`src/rtl/flag_offset_pkg.sv`:
```
package flag_offset_pkg;
  typedef enum logic [1:0] {
    SLOT_EMPTY_LO = 2'd0,
    SLOT_EMPTY_HI = 2'd1,
    SLOT_FULL_LO  = 2'd2,
    SLOT_FULL_HI  = 2'd3
  } slot_e;

  localparam int unsigned NUM_SLOTS = 4;
  localparam int unsigned RESET_OFFSET = 7;
endpackage

```
`src/rtl/slot_ptr.sv`:
```
module slot_ptr
  import flag_offset_pkg::*;
(
  input  logic  clk,
  input  logic  rst_n,
  input  logic  adv,
  output slot_e ptr
);
  slot_e ptr_d;

  always_comb begin
    ptr_d = ptr;
    if (adv) ptr_d = slot_e'(ptr + 2'd1);
  end

  always_ff @(posedge clk or negedge rst_n) begin
    if (!rst_n) ptr <= SLOT_EMPTY_LO;
    else        ptr <= ptr_d;
  end
endmodule

```
`src/rtl/offset_store.sv`:
```
module offset_store
  import flag_offset_pkg::*;
#(
  parameter int unsigned DATA_W = 9,
  parameter int unsigned OFF_W  = 9,
  parameter int unsigned LO_W   = 8,
  parameter int unsigned HI_W   = 1
) (
  input  logic                             clk,
  input  logic                             rst_n,
  input  logic                             we,
  input  slot_e                            wslot,
  input  logic [DATA_W-1:0]                din,
  output logic [OFF_W-1:0]                 empty_off,
  output logic [OFF_W-1:0]                 full_off,
  output logic [NUM_SLOTS-1:0][DATA_W-1:0] view
);
  logic [LO_W-1:0] e_lo_q, e_lo_d, f_lo_q, f_lo_d;
  logic            e_lo_en, f_lo_en;

  assign e_lo_en = we && (wslot == SLOT_EMPTY_LO);
  assign f_lo_en = we && (wslot == SLOT_FULL_LO);
  assign e_lo_d  = e_lo_en ? din[LO_W-1:0] : e_lo_q;
  assign f_lo_d  = f_lo_en ? din[LO_W-1:0] : f_lo_q;

  always_ff @(posedge clk or negedge rst_n) begin
    if (!rst_n) begin
      e_lo_q <= LO_W'(RESET_OFFSET);
      f_lo_q <= LO_W'(RESET_OFFSET);
    end else begin
      e_lo_q <= e_lo_d;
      f_lo_q <= f_lo_d;
    end
  end

  generate
    if (HI_W > 0) begin : g_hi
      logic [HI_W-1:0] e_hi_q, e_hi_d, f_hi_q, f_hi_d;
      logic            e_hi_en, f_hi_en;

      assign e_hi_en = we && (wslot == SLOT_EMPTY_HI);
      assign f_hi_en = we && (wslot == SLOT_FULL_HI);
      assign e_hi_d  = e_hi_en ? din[HI_W-1:0] : e_hi_q;
      assign f_hi_d  = f_hi_en ? din[HI_W-1:0] : f_hi_q;

      always_ff @(posedge clk or negedge rst_n) begin
        if (!rst_n) begin
          e_hi_q <= '0;
          f_hi_q <= '0;
        end else begin
          e_hi_q <= e_hi_d;
          f_hi_q <= f_hi_d;
        end
      end

      assign empty_off = {e_hi_q, e_lo_q};
      assign full_off  = {f_hi_q, f_lo_q};

      always_comb begin
        view = '0;
        view[SLOT_EMPTY_LO][LO_W-1:0] = e_lo_q;
        view[SLOT_EMPTY_HI][HI_W-1:0] = e_hi_q;
        view[SLOT_FULL_LO][LO_W-1:0]  = f_lo_q;
        view[SLOT_FULL_HI][HI_W-1:0]  = f_hi_q;
      end
    end else begin : g_no_hi
      assign empty_off = e_lo_q;
      assign full_off  = f_lo_q;

      always_comb begin
        view = '0;
        view[SLOT_EMPTY_LO][LO_W-1:0] = e_lo_q;
        view[SLOT_FULL_LO][LO_W-1:0]  = f_lo_q;
      end
    end
  endgenerate
endmodule

```
`src/rtl/readback_reg.sv`:
```
module readback_reg
  import flag_offset_pkg::*;
#(
  parameter int unsigned DATA_W = 9
) (
  input  logic                             clk,
  input  logic                             rst_n,
  input  logic                             re,
  input  slot_e                            rslot,
  input  logic [NUM_SLOTS-1:0][DATA_W-1:0] view,
  output logic [DATA_W-1:0]                rd_data
);
  logic [DATA_W-1:0] rd_d;

  always_comb begin
    rd_d = rd_data;
    if (re) rd_d = view[rslot];
  end

  always_ff @(posedge clk or negedge rst_n) begin
    if (!rst_n) rd_data <= '0;
    else        rd_data <= rd_d;
  end
endmodule

```
`src/rtl/flag_offset_bank.sv`:
```
module flag_offset_bank
  import flag_offset_pkg::*;
#(
  parameter int unsigned DEPTH  = 512,
  parameter int unsigned DATA_W = 9,
  localparam int unsigned OFF_W = $clog2(DEPTH),
  localparam int unsigned LO_W  = (OFF_W < 8) ? OFF_W : 8,
  localparam int unsigned HI_W  = OFF_W - LO_W
) (
  input  logic              clk,
  input  logic              rst_n,
  input  logic              load_n,
  input  logic              wen_n,
  input  logic              ren1_n,
  input  logic              ren2_n,
  input  logic [DATA_W-1:0] din,
  output logic [DATA_W-1:0] rd_data,
  output logic [OFF_W-1:0]  empty_off,
  output logic [OFF_W-1:0]  full_off
);
  logic  ld_wr, ld_rd;
  slot_e wr_slot, rd_slot;
  logic [NUM_SLOTS-1:0][DATA_W-1:0] slot_view;

  // Write wins when both are requested in load mode.
  assign ld_wr = !load_n && !wen_n;
  assign ld_rd = !load_n && !ren1_n && !ren2_n && !ld_wr;

  slot_ptr u_wr_ptr (.clk(clk), .rst_n(rst_n), .adv(ld_wr), .ptr(wr_slot));
  slot_ptr u_rd_ptr (.clk(clk), .rst_n(rst_n), .adv(ld_rd), .ptr(rd_slot));

  offset_store #(
    .DATA_W(DATA_W), .OFF_W(OFF_W), .LO_W(LO_W), .HI_W(HI_W)
  ) u_store (
    .clk(clk), .rst_n(rst_n), .we(ld_wr), .wslot(wr_slot), .din(din),
    .empty_off(empty_off), .full_off(full_off), .view(slot_view)
  );

  readback_reg #(.DATA_W(DATA_W)) u_rdbk (
    .clk(clk), .rst_n(rst_n), .re(ld_rd), .rslot(rd_slot),
    .view(slot_view), .rd_data(rd_data)
  );
endmodule

```
`config.mk`:
```
export PLATFORM = sky130hd
export DESIGN_NAME = flag_offset_bank
export DESIGN_NICKNAME = d
export VERILOG_FILES = /design/src/rtl/flag_offset_pkg.sv /design/src/rtl/slot_ptr.sv /design/src/rtl/offset_store.sv /design/src/rtl/readback_reg.sv /design/src/rtl/flag_offset_bank.sv
export SDC_FILE = /design/constraint.sdc
export NUM_CORES = 1
export LEC_CHECK = 0
export ABC_CLOCK_PERIOD_IN_PS = 1350
export BUFFER_PORTS_ARGS = -buffer_cell sky130_fd_sc_hd__buf_2
export CORE_ASPECT_RATIO = 1.4
export CORE_MARGIN = 5
export CORE_UTILIZATION = 45
export DETAILED_ROUTE_END_ITERATION = 7
export GPL_TIMING_DRIVEN = 0
export PLACE_DENSITY = 0.71
export RECOVER_POWER = 100
export SLEW_MARGIN = 30
export SYNTH_ARGS = -nofsm -noshare
export SYNTH_HDL_FRONTEND = slang
export SYNTH_SLANG_ARGS = --single-unit
```
`constraint.sdc`:
```
create_clock -name clk -period 1.35 [get_ports clk]
set_input_delay 0.27 -clock clk [delete_from_list [all_inputs] [get_ports clk]]
set_output_delay 0.27 -clock clk [all_outputs]
set_load 0.01 [all_outputs]
```
**Yosys cells after proc, flatten, opt, wreduce, memory -nomap -nowiden**

Cells that the tools add are included.

- Equality and inequality tests: 3
- $lt $le $gt $ge: 1
- Mux-type cells: 2
- Reduce and logical (&&, ||, !) cells: 14
- $add $sub $neg: 2

Operator list:

| cell | count |
|---|---|
| $bmux 9 s2 | 1 |
| $mux 9 | 1 |
| $logic_and 1x1->1 | 8 |
| $logic_not 1->1 | 5 |
| $add 2x1->2 const B | 2 |
| $eq 2x2->1 const B | 2 |
| $lt 2x3->1 const B | 1 |
| $eq 2x1->1 const B | 1 |
| $logic_not 2->1 | 1 |

- Input bits: 15
- Bits in registers: 31

**Longest topological paths before layout**

Gate-level depths: netlist (run 1).

- Depth in word-level cells: 4
- Mapped depth: 5
- Depth with buffers taken out: 4

**By module**

A second synthesis (run 1) with hierarchy kept.

- Cells, all modules: 142
- Area, all modules: 1744.2 µm²

By module, submodules not included:

| module | area an instance (µm²) | times used | cells each |
|---|---|---|---|
| offset_store | 992.2 | 1 | 79 |
| readback_reg | 590.6 | 1 | 51 |
| slot_ptr | 71.3 | 2 | 5 |
| flag_offset_bank | 18.8 | 1 | 2 |

**Least setup slack after synthesis (run 1)**

Ideal clock, no wire load.

- Path type: register to register
- From: register u_rd_ptr.ptr[0]
- To: register u_rdbk.rd_data[0]
- Cell stages (with the launch flop): 4
- Setup slack: -23 ps
- Required time: 1225 ps
- Arrival: 1249 ps
- Clock period less this slack: 1373 ps
- Cell sequence: dfrtp_1 -> buf_2 -> mux4_2 -> mux2_2

- Longest elaborated chain between the ends: 2

Ends and longest elaborated chain:

| element | RTL line | text |
|---|---|---|
| from (decl) | slot_ptr.sv:7 | `output slot_e ptr` |
| from (signal assigned) | slot_ptr.sv:18 | `else ptr <= ptr_d;` |
| $bmux 9 s2 | readback_reg.sv:17 | `if (re) rd_d = view[rslot];` |
| $mux 9 (not written as such) | readback_reg.sv:17 |  |
| to (signal assigned) | readback_reg.sv:22 | `else rd_data <= rd_d;` |
| to (decl) | readback_reg.sv:11 | `output logic [DATA_W-1:0] rd_data` |

Every way passes these cells. The select of a mux whose other input is x is not followed.
A chain may end at the register's enable or synchronous reset.

**Final worst setup path (run 1)**

- From: register u_wr_ptr.ptr[1]
- To: register u_store.e_lo_q[6]

- Longest elaborated chain between the ends: 2

Ends and longest elaborated chain:

| element | RTL line | text |
|---|---|---|
| from (decl) | slot_ptr.sv:7 |  |
| from (signal assigned) | slot_ptr.sv:18 |  |
| $logic_not 2->1 | offset_store.sv:21 | `assign e_lo_en = we && (wslot == SLOT_EMPTY_LO);` |
| $logic_and 1x1->1 | offset_store.sv:21 |  |
| to (signal assigned) | offset_store.sv:28 | `e_lo_q <= LO_W'(RESET_OFFSET);` |
| to (signal assigned) | offset_store.sv:31 | `e_lo_q <= e_lo_d;` |
| to (decl) | offset_store.sv:18 | `logic [LO_W-1:0] e_lo_q, e_lo_d, f_lo_q, f_lo_d;` |

Every way passes these cells.

==> results of run 1 <==
## logic make-up after synthesis
| group | Yosys count | share of synthesized area [%] |
|---|---|---|
| AO/OA/AOI/OAI | 8 | 4.967 |
| XOR/XNOR | 3 | 1.932 |
| adder cells (fa/ha/maj) | 4 | 3.680 |
| buffers and inverters | 12 | 5.887 |
| flip-flops | 30 | 55.75 |
| multiplexers | 27 | 22.54 |
| other | 1 | 0.2757 |
| AND/OR/NAND/NOR | 15 | 4.968 |
## cells in the final DEF, fill, tap and decap left out, drive strengths merged
cell type / n
dfrtp: 24
o21ai: 1
xor2: 1
buf: 25
nand2: 10
xnor2: 2
and2: 2
nor2: 2
inv: 3
dfstp: 6
mux4: 1
o31ai: 7
mux2: 19
or4b: 1
ha: 4
clkbuf: 36
conb: 1
mux2i: 7
## flip-flops by register name, indices dropped and copies added (netlist names)
| signal | cells |
|---|---|
| u_store.g_hi.e_hi_q | 1 |
| u_store.e_lo_q | 8 |
| u_store.f_lo_q | 8 |
| u_wr_ptr.ptr | 2 |
| u_rdbk.rd_data | 8 |
| u_store.g_hi.f_hi_q | 1 |
| u_rd_ptr.ptr | 2 |
## through the flow
step                total power [mW]  cells  hold WS [ns]  worst slack (ns)  instance area, µm²
floorplan                      2.743    100      -0.02559          0.005678                1366
global placement               3.295    176        0.3176           -0.2111                1608
detailed placement             3.389    176        0.3335           -0.2727                1608
CTS                            4.326    186       0.03509          0.006851                1749
global route                   4.568    189        0.1032          -0.04376                1744
finish                         4.264    189       0.04299           0.02276                1744
## worst max-delay path: stages, from the launching register on
cell and delay (ns):
dfrtp_1 0.40, inv_2 0.08, ha_1 0.12, and2_1 0.12, buf_6 0.15, mux2_2 0.34
## where the power goes
part           internal, mW  total [mW]  switching, mW
Combinational         0.899        1.73          0.836
Clock                 0.514       0.825          0.311
Sequential             1.40        1.70          0.299
## worst max-delay path by stage
stage / slack [ns] / end / cells past startpoint
after detailed placement: -0.27 / u_store.f_lo_q[4] / 5
after global placement: -0.21 / u_store.f_lo_q[6] / 5
after floorplan: 0.006 / u_store.f_lo_q[3] / 5
final: 0.02 / u_store.e_lo_q[6] / 5
after global routing: -0.04 / u_store.e_lo_q[5] / 5
after CTS: 0.007 / u_store.e_lo_q[7] / 5
## cell type report
| class | instances | area share (%) |
|---|---|---|
| flip-flops and latches | 30 | 43.47 |
| multi-input cells | 58 | 31.13 |
| repair buffers | 44 | 11.41 |
| clock buffers | 8 | 6.313 |
| plain buffers | 9 | 4.376 |
| well taps | 37 | 2.654 |
| inverters | 3 | 0.6456 |
## repair_timing
action | 4_1_cts | 5_1_grt
resized for setup | 7 | 7
buffers inserted | 2 | 3
endpoints found under the hold margin | 0 | 0
setup endpoints to repair | 17 | 14
## per-layer routing
metal,global-route usage [%],share of wire [%]
met2,27.76,57
met1,12.58,36
met5,0,0
met3,4.631,5.2
met4,7.124,1.4
==> metrics.txt, run 1 <==
status finished, final reports clean; Final GP Congestion 0.6552; EDFF count, synth 0; clock skew 0.004061 ns; Routed WL per cell 14.73 µm; Longest Clk Path Bufs 2; Critical R2R Launch u_wr_ptr.ptr[1]; Layout area overhead 28.24%; post-synth net total 119; sequential area share after synthesis 55.75%; post-synth cell types 21; CP max FO 8; Hold Crit Class in2async; CTS Hold Bufs 0; R2R Path End u_store.e_lo_q[6]; Req. time, crit path 1.51 ns; vias in the first global route 1,024; period utilization 98.31%; pwr dens 2445 nW/µm²; WP data arrival 1.48 ns; drt drc 0; H-Tree Depth 2; commonest register cell after synthesis dfrtp_1; CTS tree yes; Netlist Area Pre-Place 1360 µm²; Setup crit start kind register; RSZ-0062 raised after global routing true; total CTS buffers 5; leak pwr 0.8078 nW; synth cell count leaders 24 x dfrtp_1, 19 x mux2_2, 10 x nand2_1; I/O pin count 42; area of the multi-input gates 543.0 µm²; routed wire length 2784 µm; share of layout cells above drive strength 1 42.11%; initial antenna violation count 0; DRT iter0 DRCs 19; Slew Limit Headroom 51.16%; cells on worst reg2reg path 5; post-synth top area share 44.16%; flops & latches, synth 30; syn_area_per_cell 13.60 µm²; TritonRoute pass-1 iters 4; worst slew pin tran 0.7326 ns; Mapped Cells 100; setup slack, reg-to-reg 0.02 ns; die area 4238 µm²; fmax 0.7534 GHz; FILL cells 253; Antenna diodes 0; global-route usage over all layers 14.06%; Setup crit start u_wr_ptr.ptr[1]; final slew viol count 0; Final Util 60.61%; core area 2878 µm²; TNS Setup 0 ns; Worst Setup End Kind register; root buf cell clkbuf_8; Sink Count 30; Warnings, synthesis 0; first-pass GRT wire length 4422 µm; cell taking the most area after synthesis dfrtp_1; Async SR Flop Fraction 100.0%; worst vdd ir 1.286 mV; final HPWL from detailed placement 1975 µm; Std-Cell Rows 23; Port Buffers 39; Skew-Pair Late Insertion Delay 0.27 ns; crit path time final 1.327 ns; most frequent cell after synthesis dfrtp_1; vias post-DR 925; Hold Vio Cnt, Final 0; Synth area leaders dfrtp_1 44%, mux2_2 16%, dfstp_2 12%; register area 758.2 µm²; final setup fails 0; Die Wd 56.47 µm; initial core utilization 47.26%; Nets 170; critical path class reg2reg; Via-to-Cell Ratio 4.894; Overflow after GRT 0; Max-cap violations 0; pin count of the biggest net entering global routing 31; clock-pin slew on the worst setup and hold paths 0.06 ns; Final ANT Viol Nets 0; chip height 75.05 µm
No activity file was read; power rests on OpenSTA's default activity.
==> run 2: changes to the inputs <==
Settings changed: ABC_CLOCK_PERIOD_IN_PS 1350 to 1100, CORE_UTILIZATION 45 to 25, PLACE_DENSITY 0.71 to 0.43, SETUP_SLACK_MARGIN from default to 0.02.
Clock period 1.35 ns to 1.1 ns, I/O delays scaled along.
==> run 2 against run 1 <==
The flow now finishes with violations (negative setup slack). Worst setup slack got worse by 0.24 ns. Critical path depth did not move. Sequential power up 29%. Final area increased by 26%. Via count grew 5.5%. Sequential share of layout area fell by 8.8 points. Critical endpoint is now u_store.e_lo_q[4]. Largest cell class unchanged. Highest routed layer unchanged.
==> metrics.txt, run 2 (synthesis results as in run 1) <==
Worst Setup EP u_store.e_lo_q[4]; Antenna diodes 0; failing checks negative setup slack; Hold Vio Cnt, Final 0; Final ANT Viol Nets 0; Setup crit start u_wr_ptr.ptr[1]; Longest Clk Path Bufs 2; Final WS setup -0.2161 ns; initial antenna violation count 0; share of layout cells above drive strength 1 72.50%; RSZ-0062 raised after global routing true; Switch Pwr 2.127 mW; drt drc 0; Hold Crit Class in2async; total CTS buffers 5; combinational share of power 51.0%; vias in the first global route 1,129; TritonRoute pass-1 iters 3; Reg power frac 34.9%; Slew Limit Headroom 49.30%; clock skew 0.004108 ns; Port Buffers 39; final HPWL from detailed placement 2233 µm; Routed WL per cell 14.13 µm; status finished with violations; vias post-DR 976; worst slew pin tran 0.7606 ns; Die Wd 72.34 µm; Post-DP Area 1752 µm²; Critical R2R Launch u_wr_ptr.ptr[1]; initial core utilization 25.97%; Skew-Pair Late Insertion Delay 0.27 ns; fmax 0.7598 GHz; Req. time, crit path 1.26 ns; critical path class reg2reg; die area 7036 µm²; Sw Share 33.66%; period utilization 119.6%; chip height 97.27 µm; pwr dens 2886 nW/µm²; crit path time final 1.316 ns; TNS Setup -4.052 ns; Placement Setup Slack -0.4005 ns; Via-to-Cell Ratio 4.319; DRT iter0 DRCs 11; setup slack, reg-to-reg -0.22 ns; WP data arrival 1.47 ns; Max-cap violations 0; core area 5236 µm²; H-Tree Depth 2; I/O pin count 42; clock share of power 14.1%; Setup crit start kind register; CP max stage delay 0.41 ns; final setup fails 35; CP max stage cell dfrtp_1; first-pass GRT wire length 5285 µm; worst vdd ir 1.045 mV; cells on worst reg2reg path 5; Overflow after GRT 0; R2R Path End u_store.e_lo_q[4]; root buf cell clkbuf_8; routed wire length 3194 µm; biggest regs u_rdbk.rd_data: 8 flops, u_store.e_lo_q: 8 flops, u_store.f_lo_q: 8 flops; post-route cell area 2190 µm²; clock-pin slew on the worst setup and hold paths 0.06 ns; global-route usage over all layers 9.718%; CTS tree yes; most frequent cells in the layout 28 x buf_2, 24 x dfrtp_1, 18 x mux2_4; Std-Cell Rows 31; pin count of the biggest net entering global routing 31; Final GP Congestion 0.6560; Worst Setup End Kind register; most common cell after layout, fill and taps aside buf_2; CP max FO 8; leak pwr 1.048 nW; CTS Hold Bufs 0; Layout area overhead 60.99%; Sink Count 30; final slew viol count 0; Nets 178; crit-path cells inv_2 -> ha_4 -> and2_4 -> buf_12 -> mux2_4; Int Power 4.193 mW
run 2: cell count changes in the layout (fill, tap and decap cells not counted), sizes merged:
cell / delta
clkinv: +1
buf: +35
clkbuf: -28
run 2: how the worst min path moves through the flow:
stage	from	end
final	rst_n	u_store.g_hi.f_hi_q
after global routing	rst_n	u_store.f_lo_q[7]
after CTS	rst_n	u_store.g_hi.f_hi_q
after detailed placement	rst_n	u_store.g_hi.f_hi_q
after global placement	rst_n	u_wr_ptr.ptr[0]
after floorplan	rst_n	u_rd_ptr.ptr[0]
run 2: area by class of cell:
class,count,area [µm²]
Tap cell,66,82.58
Timing Repair Buffer,52,394.1
Inverter,3,11.26
Fill cell,514,3047
Sequential cell,30,758.2
Multi-Input combinational cell,58,723.2
Clock buffer,7,86.33
Clock inverter,1,5.005
Buffer,9,128.9
run 2: routing by layer:
layer,up-vias,wire length [µm],track usage [%]
li1,455,-,-
met1,497,1232,10.41
met2,19,1781,17.05
met3,5,116,2.899
met4,0,63,4.342
met5,-,0,0
run 2: worst max-delay path: cells and delay by family (launching register included):
family | cells | cell delay [ns]
DFF | 1 | 0.41
adders and majority gates | 1 | 0.12
muxes | 1 | 0.30
and+or+nand+nor | 1 | 0.13
buffers and inverters | 2 | 0.23
run 2: stage by stage:
stage | hold slack [ns] | power (mW) | cells | utilization [%]
floorplan | -0.07559 | 3.684 | 100 | -
global placement | 0.2912 | 4.478 | 205 | 33.45
detailed placement | 0.3061 | 4.519 | 205 | 33.45
CTS | 0.005656 | 6.028 | 224 | 39.31
global route | 0.07290 | 6.707 | 226 | 41.82
finish | 0.004493 | 6.320 | 226 | 41.82
run 2: what timing repair did:
action / 4_1_cts / 5_1_grt
gates cloned: 1 / 0
pin swaps: 3 / 1
gates resized for setup: 24 / 23
setup endpoints to repair: 35 / 38
buffers inserted: 10 / 2
run 2: power groups by stage:
stage	sequential (mW)	combinational, mW	clock [mW]
3_5_place_dp	2.18	2.34	0
2_1_floorplan	2.31	1.38	0
5_1_grt	2.28	3.46	0.964
4_1_cts	2.17	2.93	0.926
3_3_place_gp	2.14	2.34	0
6_report	2.20	3.22	0.891
